$ cat config.mk
export PLATFORM = sky130hd
export DESIGN_NAME = i2c_hs_target
export DESIGN_NICKNAME = d
export VERILOG_FILES = /design/src/rtl/i2c_hs_pkg.sv /design/src/rtl/i2c_line_sync.sv /design/src/rtl/i2c_reg_bank.sv /design/src/rtl/i2c_target_fsm.sv /design/src/rtl/i2c_hs_target.sv
export SDC_FILE = /design/constraint.sdc
export NUM_CORES = 1
export LEC_CHECK = 0
export ABC_AREA = 1
export BUFFER_PORTS_ARGS = -buffer_cell sky130_fd_sc_hd__clkbuf_2
export CORE_UTILIZATION = 40
export DETAILED_ROUTE_END_ITERATION = 6
export MAX_ROUTING_LAYER = met4
export PLACE_DENSITY = 0.66
export SETUP_SLACK_MARGIN = 0.02
export SLEW_MARGIN = 20
export SYNTH_ARGS = -nofsm -noshare
export SYNTH_HDL_FRONTEND = slang
export SYNTH_SLANG_ARGS = --single-unit
$ cat constraint.sdc
create_clock -name clk -period 4 [get_ports clk]
set_input_delay 0.6 -clock clk [delete_from_list [all_inputs] [get_ports clk]]
set_output_delay 0.6 -clock clk [all_outputs]
set_load 0.02 [all_outputs]
$ cat src/rtl/i2c_hs_pkg.sv
package i2c_hs_pkg;

    localparam int BYTE_W = 8;

    typedef enum logic [2:0] {
        ST_IDLE,
        ST_RECV,
        ST_ACK,
        ST_SEND,
        ST_MACK,
        ST_SKIP
    } tgt_state_e;

    typedef struct packed {
        tgt_state_e          st;
        logic [3:0]          cnt;
        logic [BYTE_W-1:0]   shreg;
        logic                first;
        logic                is_data;
        logic                rw;
        logic [BYTE_W-1:0]   ptr;
        logic                pend_wr;
        logic                sda_low;
        logic                hs;
        logic                wr_en;
        logic [BYTE_W-1:0]   wr_data;
    } fsm_reg_t;

endpackage

$ cat src/rtl/i2c_line_sync.sv
module i2c_line_sync #(
    parameter int STAGES = 2
) (
    input  logic clk,
    input  logic rst_n,
    input  logic scl_i,
    input  logic sda_i,
    output logic scl_o,
    output logic sda_o,
    output logic scl_rise_o,
    output logic scl_fall_o,
    output logic start_o,
    output logic stop_o
);
    localparam int TAPS = STAGES + 1;

    typedef struct packed {
        logic [TAPS-1:0] scl;
        logic [TAPS-1:0] sda;
    } sync_t;

    sync_t sync_d, sync_q;

    always_comb begin
        sync_d.scl = {sync_q.scl[TAPS-2:0], scl_i};
        sync_d.sda = {sync_q.sda[TAPS-2:0], sda_i};
    end

    always_ff @(posedge clk or negedge rst_n) begin
        if (!rst_n) sync_q <= '1;
        else        sync_q <= sync_d;
    end

    logic scl_cur, scl_prev, sda_cur, sda_prev;
    assign scl_cur  = sync_q.scl[TAPS-2];
    assign scl_prev = sync_q.scl[TAPS-1];
    assign sda_cur  = sync_q.sda[TAPS-2];
    assign sda_prev = sync_q.sda[TAPS-1];

    assign scl_o      = scl_cur;
    assign sda_o      = sda_cur;
    assign scl_rise_o = scl_cur & ~scl_prev;
    assign scl_fall_o = ~scl_cur & scl_prev;
    assign start_o    = scl_cur & scl_prev & sda_prev & ~sda_cur;
    assign stop_o     = scl_cur & scl_prev & ~sda_prev & sda_cur;

endmodule

$ cat src/rtl/i2c_reg_bank.sv
module i2c_reg_bank #(
    parameter int          NUM_REGS = 8,
    parameter int          AW       = 8,
    parameter int          DW       = 8,
    parameter logic [7:0]  RST_VAL  = 8'h00
) (
    input  logic          clk,
    input  logic          rst_n,
    input  logic          wr_en,
    input  logic [AW-1:0] wr_addr,
    input  logic [DW-1:0] wr_data,
    input  logic [AW-1:0] bus_addr,
    output logic [DW-1:0] bus_rdata,
    input  logic [AW-1:0] host_addr,
    output logic [DW-1:0] host_rdata
);
    logic [DW-1:0] regs [NUM_REGS];

    for (genvar gi = 0; gi < NUM_REGS; gi++) begin : g_reg
        logic [DW-1:0] r_d, r_q;

        always_comb begin
            r_d = r_q;
            if (wr_en && wr_addr == AW'(gi)) r_d = wr_data;
        end

        always_ff @(posedge clk or negedge rst_n) begin
            if (!rst_n) r_q <= DW'(RST_VAL);
            else        r_q <= r_d;
        end

        assign regs[gi] = r_q;
    end

    always_comb begin
        bus_rdata  = '1;
        host_rdata = '1;
        for (int i = 0; i < NUM_REGS; i++) begin
            if (bus_addr == AW'(i))  bus_rdata  = regs[i];
            if (host_addr == AW'(i)) host_rdata = regs[i];
        end
    end

endmodule

$ cat src/rtl/i2c_target_fsm.sv
module i2c_target_fsm
    import i2c_hs_pkg::*;
#(
    parameter logic [6:0] DEV_ADDR = 7'h6A
) (
    input  logic              clk,
    input  logic              rst_n,
    input  logic              scl_s,
    input  logic              sda_s,
    input  logic              scl_rise,
    input  logic              scl_fall,
    input  logic              start_det,
    input  logic              stop_det,
    input  logic [BYTE_W-1:0] rd_data,
    output logic              sda_low_o,
    output logic              hs_mode_o,
    output logic              wr_en_o,
    output logic [BYTE_W-1:0] wr_addr_o,
    output logic [BYTE_W-1:0] wr_data_o,
    output logic [BYTE_W-1:0] rd_addr_o
);
    localparam logic [4:0] MC_PREFIX = 5'b00001;
    localparam logic [3:0] LAST_BIT  = 4'd8;
    localparam logic [3:0] NINTH     = 4'd9;

    fsm_reg_t q, d;

    always_comb begin
        d       = q;
        d.wr_en = 1'b0;
        if (stop_det) begin
            d.st      = ST_IDLE;
            d.sda_low = 1'b0;
            d.hs      = 1'b0;
            d.pend_wr = 1'b0;
        end else if (start_det) begin
            d.st      = ST_RECV;
            d.cnt     = '0;
            d.first   = 1'b1;
            d.sda_low = 1'b0;
            d.pend_wr = 1'b0;
        end else begin
            case (q.st)
                ST_RECV: begin
                    if (scl_rise && q.cnt < LAST_BIT) begin
                        d.shreg = {q.shreg[BYTE_W-2:0], sda_s};
                        d.cnt   = q.cnt + 4'd1;
                    end else if (scl_fall && q.cnt == LAST_BIT) begin
                        if (q.first) begin
                            if (q.shreg[7:3] == MC_PREFIX) begin
                                d.hs = 1'b1;
                                d.st = ST_SKIP;
                            end else if (q.shreg[7:1] == DEV_ADDR) begin
                                d.sda_low = 1'b1;
                                d.st      = ST_ACK;
                                d.rw      = q.shreg[0];
                                d.is_data = 1'b0;
                                d.first   = 1'b0;
                            end else begin
                                d.st = ST_SKIP;
                            end
                        end else begin
                            d.sda_low = 1'b1;
                            d.st      = ST_ACK;
                            if (q.is_data) begin
                                d.pend_wr = 1'b1;
                                d.wr_data = q.shreg;
                                d.is_data = 1'b0;
                            end else begin
                                d.ptr     = q.shreg;
                                d.is_data = 1'b1;
                            end
                        end
                    end
                end
                ST_ACK: begin
                    if (scl_rise && q.cnt == LAST_BIT) begin
                        d.cnt = NINTH;
                    end else if (scl_fall && q.cnt == NINTH) begin
                        d.cnt     = '0;
                        d.sda_low = 1'b0;
                        if (q.rw) begin
                            d.st      = ST_SEND;
                            d.shreg   = rd_data;
                            d.sda_low = ~rd_data[7];
                        end else begin
                            d.st = ST_RECV;
                            if (q.pend_wr) begin
                                d.wr_en   = 1'b1;
                                d.pend_wr = 1'b0;
                            end
                        end
                    end
                end
                ST_SEND: begin
                    if (scl_rise && q.cnt < LAST_BIT) begin
                        d.cnt = q.cnt + 4'd1;
                    end else if (scl_fall && q.cnt != '0) begin
                        if (q.cnt == LAST_BIT) begin
                            d.sda_low = 1'b0;
                            d.st      = ST_MACK;
                        end else begin
                            d.shreg   = {q.shreg[BYTE_W-2:0], 1'b0};
                            d.sda_low = ~q.shreg[6];
                        end
                    end
                end
                ST_MACK: begin
                    if (scl_rise && q.cnt == LAST_BIT) begin
                        d.cnt = NINTH;
                        if (sda_s) d.st = ST_SKIP;
                    end else if (scl_fall && q.cnt == NINTH) begin
                        d.cnt     = '0;
                        d.st      = ST_SEND;
                        d.shreg   = rd_data;
                        d.sda_low = ~rd_data[7];
                    end
                end
                default: ;
            endcase
        end
    end

    always_ff @(posedge clk or negedge rst_n) begin
        if (!rst_n) begin
            q    <= '0;
            q.st <= ST_IDLE;
        end else begin
            q <= d;
        end
    end

    assign sda_low_o = q.sda_low;
    assign hs_mode_o = q.hs;
    assign wr_en_o   = q.wr_en;
    assign wr_addr_o = q.ptr;
    assign wr_data_o = q.wr_data;
    assign rd_addr_o = q.ptr;

    p_stop_release_r9: assert property (@(posedge clk) disable iff (!rst_n)
        stop_det |=> !q.sda_low);

    p_stop_clears_hs_r5: assert property (@(posedge clk) disable iff (!rst_n)
        stop_det |=> !q.hs);

    p_rstart_keeps_hs_r5: assert property (@(posedge clk) disable iff (!rst_n)
        (start_det && q.hs) |=> q.hs);

    p_sda_moves_scl_low_r2: assert property (@(posedge clk) disable iff (!rst_n)
        !$stable(q.sda_low) |-> ($past(!scl_s) || $past(stop_det)));

    p_write_on_fall_r6: assert property (@(posedge clk) disable iff (!rst_n)
        q.wr_en |-> $past(scl_fall));

    p_hs_set_at_byte_end_r4: assert property (@(posedge clk) disable iff (!rst_n)
        $rose(q.hs) |-> $past(scl_fall));

endmodule

$ cat src/rtl/i2c_hs_target.sv
module i2c_hs_target #(
    parameter logic [6:0] DEV_ADDR    = 7'h6A,
    parameter int         NUM_REGS    = 8,
    parameter int         SYNC_STAGES = 2
) (
    input  logic       clk,
    input  logic       rst_n,
    input  logic       scl_i,
    input  logic       sda_i,
    output logic       sda_drive_low_o,
    output logic       hs_mode_o,
    input  logic [7:0] host_addr_i,
    output logic [7:0] host_rdata_o,
    output logic       wr_strobe_o,
    output logic [7:0] wr_addr_o,
    output logic [7:0] wr_data_o
);
    import i2c_hs_pkg::*;

    logic scl_s, sda_s, scl_rise, scl_fall, start_det, stop_det;
    logic [BYTE_W-1:0] bus_rdata, bus_raddr;

    i2c_line_sync #(.STAGES(SYNC_STAGES)) u_sync (
        .clk        (clk),
        .rst_n      (rst_n),
        .scl_i      (scl_i),
        .sda_i      (sda_i),
        .scl_o      (scl_s),
        .sda_o      (sda_s),
        .scl_rise_o (scl_rise),
        .scl_fall_o (scl_fall),
        .start_o    (start_det),
        .stop_o     (stop_det)
    );

    i2c_target_fsm #(.DEV_ADDR(DEV_ADDR)) u_fsm (
        .clk       (clk),
        .rst_n     (rst_n),
        .scl_s     (scl_s),
        .sda_s     (sda_s),
        .scl_rise  (scl_rise),
        .scl_fall  (scl_fall),
        .start_det (start_det),
        .stop_det  (stop_det),
        .rd_data   (bus_rdata),
        .sda_low_o (sda_drive_low_o),
        .hs_mode_o (hs_mode_o),
        .wr_en_o   (wr_strobe_o),
        .wr_addr_o (wr_addr_o),
        .wr_data_o (wr_data_o),
        .rd_addr_o (bus_raddr)
    );

    i2c_reg_bank #(
        .NUM_REGS (NUM_REGS),
        .AW       (BYTE_W),
        .DW       (BYTE_W),
        .RST_VAL  (8'h00)
    ) u_regs (
        .clk        (clk),
        .rst_n      (rst_n),
        .wr_en      (wr_strobe_o),
        .wr_addr    (wr_addr_o),
        .wr_data    (wr_data_o),
        .bus_addr   (bus_raddr),
        .bus_rdata  (bus_rdata),
        .host_addr  (host_addr_i),
        .host_rdata (host_rdata_o)
    );

endmodule

Word level (Yosys, flattened, before mapping)
Index checks and enable logic that the tools add are counted.

Register bits: 108. Logic and storage cells: 222. Input bits: 12. Output and inout port bits: 27.

$add $sub $neg: 1. Equal/unequal tests: 56. Multiplexer cells: 86. Order comparisons: 1. Bitwise logic cells: 19. Reductions and logical operators: 37.

Operators by type and width (number): 8-bit two-way mux (28); 8-bit by 3-bit == test with 1-bit output (second input constant) (8); 15-bit case mux with 4 select lines (1); 3-bit two-way mux (14); 8-bit by 2-bit == test with 1-bit output (second input constant) (4); 15-bit two-way mux (2); 14-bit two-way mux (2); 1-bit two-way mux (24); 4-bit by 3-bit inequality test with 1-bit output (second input constant) (6); 4-bit inequality test (second input constant) (6); 7-bit AND reduction (3); 9-bit two-way mux (2); 8-bit by 1-bit == test with 1-bit output (second input constant) (2); 8-bit logical NOT (2); 2-bit inequality test (second input constant) (8); 8-bit AND reduction (2); 5-bit inequality test (second input constant) (3); 7-bit two-way mux (2); 1-bit logical AND (13); 12-bit two-way mux (1); 2-bit by 1-bit inequality test with 1-bit output (second input constant) (6); 1-bit NOT (12); 12-bit AND reduction (1); 6-bit AND reduction (2); other kinds (25) (46).

Depth between registers and ports, before layout
Depth after elaboration: 16. Mapped depth: 14. Mapped depth without buffers: 14.

Cells and area by module
A second synthesis with hierarchy kept.

Cell total of the unflattened synthesis: 895. Area total of the unflattened synthesis: 6505.0 um2.

By module, submodules not included: i2c_reg_bank (instances 1, area each 3834.9 um2, cells each 544, sequential area each 1601.5 um2); i2c_target_fsm (instances 1, area each 2471.1 um2, cells each 334, sequential area each 950.9 um2); i2c_line_sync (instances 1, area each 198.9 um2, cells each 17, sequential area each 157.7 um2).

Least setup slack after synthesis
No wires, ideal clock.

Path type: input to output. Start: input port host_addr_i[3]. End: output port host_rdata_o[3]. Data required time: 3.400 ns. Buffers on the path: 1. Slack: 1.580 ns. Stages: 7. Data arrival time: 1.820 ns. Path through: or2_1 > nor2_1 > nand2_1 > buf_2 > o22ai_1 > nand4_1 > o21ai_1.

Word-level cells in the longest chain between the ends: 9. Elaborated cells between the ends (all ways): 16. Classes of those cells: 7 x eq/ne; 8 x mux; 1 x reduce/logical.

Ends and longest elaborated chain: start: declaration (RTL line i2c_hs_target.sv:12) `input logic [7:0] host_addr_i,`; 8-bit logical NOT (RTL line i2c_reg_bank.sv:40) `if (host_addr == AW'(i)) host_rdata = regs[i];`; 8-bit two-way mux (7 in a row) (RTL line i2c_reg_bank.sv:40); 8-bit two-way mux * (RTL line i2c_reg_bank.sv:40); end: declaration (RTL line i2c_hs_target.sv:13) `output logic [7:0] host_rdata_o,`.

Every way passes the cells marked *; elsewhere a longest branch is shown, timed or not.

Worst setup path in the final report
Start: input port host_addr_i[3]. End: output port host_rdata_o[0].

The elaborated chain is that of the path after synthesis.

==> impl_metrics.env <==
export IMPL_drive_gt1_share_pct=16.6
export IMPL_antenna_found_initial=0
export IMPL_powerDensity_mw_per_mm2=478
export IMPL_start_util_pct=41.0
export IMPL_place_worst_setup_slack_ns=1.11
export IMPL_clk_latency_ns=0.36
export IMPL_grt_max_degree=78
export IMPL_fmax_ghz=0.342
export IMPL_dpl_hpwl_um=11400
export IMPL_hold_path_class="in -> reg"
export IMPL_fin_skew_ns=0.00714
export IMPL_seq_area_mm2=0.00271
export IMPL_critPathMaxFanout=13
export IMPL_multi_input_area_mm2=0.00260
export IMPL_maxCapViolCount=0
export IMPL_drtIter0Drc=378
export IMPL_grt_util_all_layers_pct=21.8
export IMPL_synth_area_mm2=0.00596
export IMPL_vias=5079
export IMPL_mostFrequentLayoutCell="nand2_1"
export IMPL_clk_root_buffer_cell="clkbuf_16"
export IMPL_first_global_vias=4584
export IMPL_num_rows=44
export IMPL_post_drt_wl_per_cell_um=15.6
export IMPL_overflow=0
export IMPL_cts_tree="done"
export IMPL_core_area_mm2=0.0145
export IMPL_antennaDiodeCount=0
export IMPL_run_status="finished, final reports clean"
export IMPL_clk_path_buf_depth=2
export IMPL_finalCriticalPeriod_ns=2.92
export IMPL_critical_path_class="in -> out"
export IMPL_final_antenna_net_count=0
export IMPL_rsz0062_at_grt="no"
export IMPL_ys_ff_latch=108
export IMPL_hold_viol=0
export IMPL_firstDrtPassIters=5
export IMPL_crit_required_ns=3.40
export IMPL_synthesis_nets=791
export IMPL_cp_end_kind="output pin"
export IMPL_setup_slack_ns=1.08
export IMPL_crit_arrival_ns=2.32
export IMPL_critPathLaunchType="input pin"
export IMPL_postCtsSetupBuffers=0
export IMPL_synth_seq_area_share_pct=45.5
export IMPL_cts_buffers_inserted=9
export IMPL_htree_levels=3
export IMPL_vdd_drop_max_v=0.000189
export IMPL_die_w_um=124
export IMPL_mostFrequentLayoutCells="nand2_1 (199), inv_1 (105), dfrtp_1 (102), o21ai_0 (94), nor2_1 (60)"
export IMPL_p_leak_nw=2.97
export IMPL_dieArea_mm2=0.0154
export IMPL_die_h_um=124
export IMPL_ios=39
export IMPL_drc_errors=0
export IMPL_viasPerCell=5.15
export IMPL_setup_viol=0
export IMPL_grt_pass1_wl_um=24500
export IMPL_post_cts_resized=0
export IMPL_syn_avg_cell_area_um2=7.68
export IMPL_slew_violations=0
export IMPL_yosysWarnings=0
export IMPL_io_buffers=38
export IMPL_ff2ff_setup_slack_ns=1.89
export IMPL_relSlewSlack_pct=32.3
export IMPL_clkSinkCount=108
export IMPL_drt_wl_total_um=15300
export IMPL_syn_inst=776
export IMPL_finish_net_count=812
export IMPL_area_growth_pct=8.71
export IMPL_fin_setup_tns_ns=0
export IMPL_tightest_slew_ns=1.01
export IMPL_netlist_cell_type_count=42
export IMPL_nFillCells=1486
export IMPL_place_gp_congestion=0.977
export IMPL_clkSlewWorstSetupHoldPaths_ns=0.07
export IMPL_cts_hold_buf=0
export IMPL_fin_crit_sh_pct=73.0
## final timing paths
kind / start / end / cells past startpoint
hold reg to reg: u_sync.sync_d[4]$_DFF_PN1_ / u_sync.scl_o$_DFF_PN1_ / 0
setup reg to reg: u_fsm.rd_addr_o[5]$_DFFE_PN0P_ / u_regs.g_reg[4].r_q[6]$_DFFE_PN0P_ / 7
hold / removal: scl_i / u_sync.sync_d[4]$_DFF_PN1_ / 1
min in group asynchronous: rst_n / u_fsm.wr_data_o[2]$_DFFE_PN0P_ / 1
max in group asynchronous: rst_n / u_regs.g_reg[5].r_q[0]$_DFFE_PN0P_ / 2
setup / recovery: host_addr_i[3] / host_rdata_o[0] / 11
## logic make-up (layout without fill, tap and decap cells)
kind of cell | count (synthesis) | count (layout) | synth area share (%)
buffers and inverters | 145 | 171 | 10.9
adders and majority gates | 3 | 3 | 0.630
AOI/OAI and AO/OA | 159 | 159 | 15.5
and+or+nand+nor | 360 | 360 | 27.4
DFF | 108 | 108 | 45.5
xor gates and xnor gates | 1 | 1 | 0.147
## layout make-up
cell class                 instances  area share [%]
sequential                       108            41.8
inverter                         115            6.74
clock inverter                     6            1.02
tap                              184            3.55
timing repair buffer              40            3.20
multi-input combinational        523            40.1
clock buffer                      10            3.53
## critical path, cell delays in order
cell,delay (ns)
clkbuf_2,0.09
or2_1,0.22
nor2_1,0.27
nand2_1,0.30
o21ai_0,0.17
a21oi_1,0.05
o21ai_0,0.19
nand2_1,0.11
nand3_1,0.08
nand2_1,0.08
clkbuf_2,0.16
## through the flow
step | util, % | std cells | hold slack (ns) | area (µm²) | power (mW)
after floorplan | - | 776 | 0.304 | 5960 | 2.00
after global placement | 42.6 | 970 | 0.346 | 6190 | 2.21
after detailed placement | 42.6 | 970 | 0.347 | 6190 | 2.22
after CTS | 44.6 | 986 | 0.310 | 6480 | 3.11
after global routing | 44.6 | 986 | 0.321 | 6480 | 3.29
final | 44.6 | 986 | 0.320 | 6480 | 3.10
## registers in the layout (all words and copies together), names as in the netlist
signal / cells
u_regs.g.r_q: 64
u_fsm.hs_mode_o: 1
u_sync.sda_o: 1
u_sync.scl_prev: 1
u_fsm.wr_en_o: 1
u_fsm.rd_addr_o: 8
u_fsm.wr_data_o: 8
u_fsm.sda_low_o: 1
u_sync.sda_prev: 1
u_fsm.q: 19
u_sync.sync_d: 2
u_sync.scl_o: 1
## Yosys cell counts
cell type  number  area, µm²
a21oi_1        23        115
a21oi_2         5       43.8
a31oi_1         1       6.26
and2_4          1       8.76
buf_2           6       30.0
buf_4          17        128
buf_6           4       45.0
clkbuf_1        3       11.3
clkinv_4        1       8.76
dfrtp_1       102       2550
dfstp_2         6        158
ha_1            3       37.5
inv_1         105        394
inv_2           9       33.8
nand2_1       199        747
nand2_2         9       56.3
nand2_4         1       11.3
nand3_1        29        145
nand3_2         2       20.0
nand3_4         1       17.5
nand4_1        14       87.6
nand4_2         1       12.5
nor2_1         60        225
nor2_2         10       62.6
nor2_4          4       45.0
nor3_1         15       75.1
nor3_2          5       50.1
nor3_4          1       16.3
nor3b_1         1       7.51
nor4_1          1       6.26
o2111ai_1       1       8.76
o211ai_1        2       15.0
o21ai_0        94        470
o21ai_1         4       20.0
o21ai_2        17        149
o21bai_4        1       18.8
o221ai_1        2       17.5
o22ai_1         8       50.1
o41ai_1         1       8.76
or2_1           2       12.5
or2_2           4       25.0
xor2_1          1       8.76
## per-layer routing
layer	vias to the layer above	share of wire [%]	track usage (%)
met5	-	0	-
met4	0	2.1	8.63
met3	21	5.2	2.61
met2	155	44	31.2
met1	2384	49	31.1
li1	2519	-	-
## where the power goes
part / internal, mW / leakage (nW) / switching [mW] / total, mW
Combinational: 0.296 / 1.38 / 0.631 / 0.927
Sequential: 1.19 / 1.45 / 0.0861 / 1.27
Clock: 0.486 / 0.135 / 0.413 / 0.899
Total: 1.97 / 2.97 / 1.13 / 3.10
(Power assumes the default switching activity.)
